--- src/rtl/trav_lane.sv ---
module trav_lane #(
    parameter int HW = 12
) (
    input  logic [HW-1:0] center,
    input  logic [HW-1:0] nbr,
    input  logic [HW-1:0] tol,
    input  logic          en,
    output logic          pass
);
    localparam int DW = HW + 1;

    logic signed [DW-1:0] diff;
    logic signed [DW-1:0] tol_x;
    logic signed [DW-1:0] tol_neg;

    always_comb begin
        diff    = $signed({nbr[HW-1], nbr}) - $signed({center[HW-1], center});
        tol_x   = $signed({tol[HW-1], tol});
        tol_neg = -tol_x;
        pass    = !en || ((diff <= tol_x) && (diff >= tol_neg));
    end
endmodule

--- src/rtl/trav_stage1.sv ---
module trav_stage1 #(
    parameter int LANES = 110,
    parameter int HW    = 12
) (
    input  logic                clk,
    input  logic                rst_n,
    input  logic                in_valid,
    input  logic [HW-1:0]       center_h,
    input  logic [LANES*HW-1:0] nbr_h,
    input  logic [LANES-1:0]    lane_en,
    input  logic [HW-1:0]       hmax,
    output logic                s1_valid,
    output logic [LANES-1:0]    s1_pass
);
    logic [LANES-1:0] pass_c;

    for (genvar g = 0; g < LANES; g++) begin : g_lane
        trav_lane #(.HW(HW)) u_lane (
            .center (center_h),
            .nbr    (nbr_h[g*HW +: HW]),
            .tol    (hmax),
            .en     (lane_en[g]),
            .pass   (pass_c[g])
        );
    end

    always_ff @(posedge clk or negedge rst_n) begin
        if (!rst_n) begin
            s1_valid <= 1'b0;
            s1_pass  <= '1;
        end else begin
            s1_valid <= in_valid;
            if (in_valid) begin
                s1_pass <= pass_c;
            end
        end
    end
endmodule

--- config.mk ---
export PLATFORM = sky130hd
export DESIGN_NAME = trav_stage1
export DESIGN_NICKNAME = d
export VERILOG_FILES = /design/src/rtl/trav_lane.sv /design/src/rtl/trav_stage1.sv
export SDC_FILE = /design/constraint.sdc
export NUM_CORES = 2
export LEC_CHECK = 0
export BUFFER_PORTS_ARGS = -buffer_cell sky130_fd_sc_hd__buf_2
export CAP_MARGIN = 40
export CORE_AREA = 4 4 603 605
export DETAILED_ROUTE_END_ITERATION = 8
export DIE_AREA = 0 0 607 609
export GPL_TIMING_DRIVEN = 0
export PLACE_DENSITY = 0.52
export SLEW_MARGIN = 20
export SYNTH_ARGS = -nofsm -noshare
export SYNTH_HDL_FRONTEND = slang
export SYNTH_SLANG_ARGS = --single-unit
--- constraint.sdc ---
create_clock -name clk -period 1.4 [get_ports clk]
set_clock_uncertainty 0.15 [all_clocks]
set_input_delay 0.21 -clock clk [delete_from_list [all_inputs] [get_ports clk]]
set_output_delay 0.21 -clock clk [all_outputs]
set_load 0.1 [all_outputs]
==> metrics.cfg <==
[logic_synthesis]
synth.largest_area_cell=ha_1
yosys-top-cells-area=ha_1, a21oi_1, xnor2_1
ys_warn_count=0
yosysSeqAreaShare_pct=2.435
ys.flop_type=dfstp_2
synth-edff-count=0
syn_area_per_cell_um2=8.006
ys_async_sr_fraction_pct=100.0
ys_types=79
syn_area_mm2=0.1197
synth_top_area_share_pct=42.55
synthCells=14952
synth_nets=20590
synth_seq_cells=111

[route]
drc_errors=0
first_pass_iters=6
viasPerCell=5.902
vias=132518
drt_iter0_drc=10901
totalWireLength_mm=656.8
detail_route.wl_per_cell_um=29.25
final_antenna_net_count=0

[worst_setup_path]
critPathArrivalTime_ns=4.17
slowest_stage=o41ai_2
path_cells=buf_16, buf_16, buf_16, inv_16, buf_12, ha_1, nor2b_1, o21ai_1, a21oi_1, o41ai_2, buf_4, o31ai_1, a21oi_1, xnor2_2, ha_1, nand4_1, or2_2, o221a_2, mux2i_1, a311oi_1
worst_path_most_repeated_cell=buf_16
end_kind=flop
critPathKind=in2reg
max_stage_delay_ns=0.35
path_buf_inv=6
cp_max_fo=9
crit_family=compound AO/OA/AOI/OAI gates
required_ns=1.76
start_kind=input port

[place]
gp_congestion=0.9182
placed_area_mm2=0.1389
dp_hpwl_mm=469.9
dp.cells=21576
portBuffers=1567

[clock_network]
cts.sinks=111
clockBufferDepth=3
htreeDepth=3
cts_tree=built
clock_latency_ns=0.59
cts_root_buf=clkbuf_16
cts_inserted_buffers=13
path_clk_slew_ns=0.14

[sta]
timing.final.ws_setup_ns=-2.416
setup_viol=221
slew_viol_final=0
period_share_pct=272.6
fmax_mhz=262.0
period_minus_slack_ns=3.816
fin_worst_hold_slack_ns=0.05663
rsz0062_at_grt=true
hold_viol=0
fin_tns_setup_ns=-308.62
worst_pin_slew_ns=0.8368
relSlewSlack_pct=44.21

[layout]
fin_area_mm2=0.1528
regArea_mm2=0.002915
fin_nets=23039
nFillCells=36402
drive_gt1_share_pct=20.60
stdcell_count=22452
multi_input_area_mm2=0.1191
synthToLayoutAreaGrowth_pct=27.62

[pwr]
power_mw=107.1
power_per_cell_area_mw_per_mm2=701.0
p_leak_nw=74.78
peakVddDrop_mv=0.6868

[floorplanning]
die_w_um=607
core-area_mm2=0.3581
pin_count=1568
rows=220
die_h_um=609
start_util_pct=33.43
die_area_mm2=0.3697

[global_routing]
grt_usage_pct=32.62
antenna_found_initial=462
grt_first_pass_wirelength_mm=876.4
grt_max_degree=45
globalRouteOverflowTotal=0
grt_pass1_vias=122146

[run_status]
status=finished, violations left
violations=negative setup slack

[hold_path]
hp-class=in2reg

[run]
timing.max_cap.violations=0

[registers in the layout (all words and copies together), names as in the netlist]
signal,flops
s1_pass,110
s1_valid,1
[kinds of logic (layout without fill, tap and decap cells)]
kind of cell | count (synthesis) | after routing | share of synthesized area (%)
AOI/OAI and AO/OA | 4705 | 4705 | 25.94
xor gates and xnor gates | 919 | 919 | 6.724
adders and majority gates | 4181 | 4181 | 44.39
buffers and inverters | 1046 | 3497 | 3.284
DFF | 111 | 111 | 2.435
muxes | 73 | 73 | 0.6229
other | 0 | 276 | 0
and+or+nand+nor | 3917 | 3917 | 16.60
[area by class of cell]
type,count,area share [%]
Multi-Input combinational cell,13795,77.92
Clock inverter,4,0.03358
Antenna cell,276,0.4521
Clock buffer,13,0.2129
Inverter,1000,2.664
Sequential cell,111,1.908
Timing Repair inverter,7,0.05733
Tap cell,4773,3.909
Timing Repair Buffer,2427,12.69
Buffer,46,0.1466
[Yosys cell counts (all sizes together) (30+ instances only)]
cell type,number
a2111oi,52
nor2b,480
a31oi,198
and2,44
o31ai,196
o31a,52
and4,84
xor2,229
or3,67
clkbuf,33
o211ai,137
nand4,411
nand3,273
o22ai,55
nand2,690
a311oi,34
o21bai,101
a41o,33
mux2i,61
a21o,666
nor2,991
o41ai,57
a21oi,1327
dfstp,110
o21a,196
o2111ai,61
a41oi,66
a221o,52
a21boi,166
nor4,82
a211oi,141
and3,187
inv,999
ha,4071
nand2b,162
xnor2,690
fa,110
a221oi,78
or4,30
nor3,356
o21ai,839
o2bb2ai,59
a31o,53
[metrics by stage]
stage / setup WS (ns) / util [%]
after floorplan: -8.995 / -
after global placement: -46.53 / 37.30
after detailed placement: -4.430 / 38.79
after CTS: -2.316 / 40.40
after global routing: -2.570 / 42.61
final: -2.416 / 42.66
[power by group]
part / leakage [nW] / switching (mW) / internal [mW]
clock network: 0.185 / 2.96 / 1.91
registers: 1.17 / 0.634 / 4.51
logic: 73.4 / 57.6 / 39.5
total: 74.8 / 61.2 / 45.9
[worst register-to-register path, stage by stage (launching register included)]
cell      delay [ns]
dfstp_2         0.57
o32ai_1         0.09
a31oi_1         0.18
a21boi_2        0.17
[repair_timing]
action	CTS	global route
gates resized for setup	451	946
hold endpoints to repair	174	0
cloned	38	18
hold buffers	111	0
buffers inserted	147	269
pin swaps	219	681
setup endpoints to repair	221	221
[routing by layer]
metal	track usage (%)	vias up	routed length, µm
li1	-	62704	-
met1	39.52	62303	257800
met2	52.48	5568	290600
met3	5.666	1795	52880
met4	22.09	148	54640
met5	0	-	973
[cell usage in the layout, fill, tap and decap left out, types with 195 or more instances in the layout]
cell / instances
a21o_1: 665
a21oi_1: 1203
buf_2: 1571
buf_4: 349
diode_2: 276
ha_1: 3987
inv_1: 975
nand2_1: 687
nand3_1: 268
nand4_1: 411
nor2_1: 963
nor2b_1: 462
nor3_1: 307
o21a_1: 195
o21ai_0: 607
xnor2_1: 619
xor2_1: 207
[worst paths after layout]
check | start | end | slack, ns | cells after the start
min in group asynchronous | rst_n | s1_pass[108]$_DFFE_PN1P_ | 0.16 | 2
max in group asynchronous | rst_n | s1_pass[97]$_DFFE_PN1P_ | 0.11 | 4
max | center_h[1] | s1_pass[106]$_DFFE_PN1P_ | -2.42 | 20
min reg2reg | s1_pass[81]$_DFFE_PN1P_ | s1_pass[81]$_DFFE_PN1P_ | 0.34 | 1
max reg2reg | s1_pass[67]$_DFFE_PN1P_ | s1_pass[67]$_DFFE_PN1P_ | 0.19 | 3
min | lane_en[33] | s1_pass[33]$_DFFE_PN1P_ | 0.06 | 4
No activity file was read; power rests on OpenSTA's default activity.
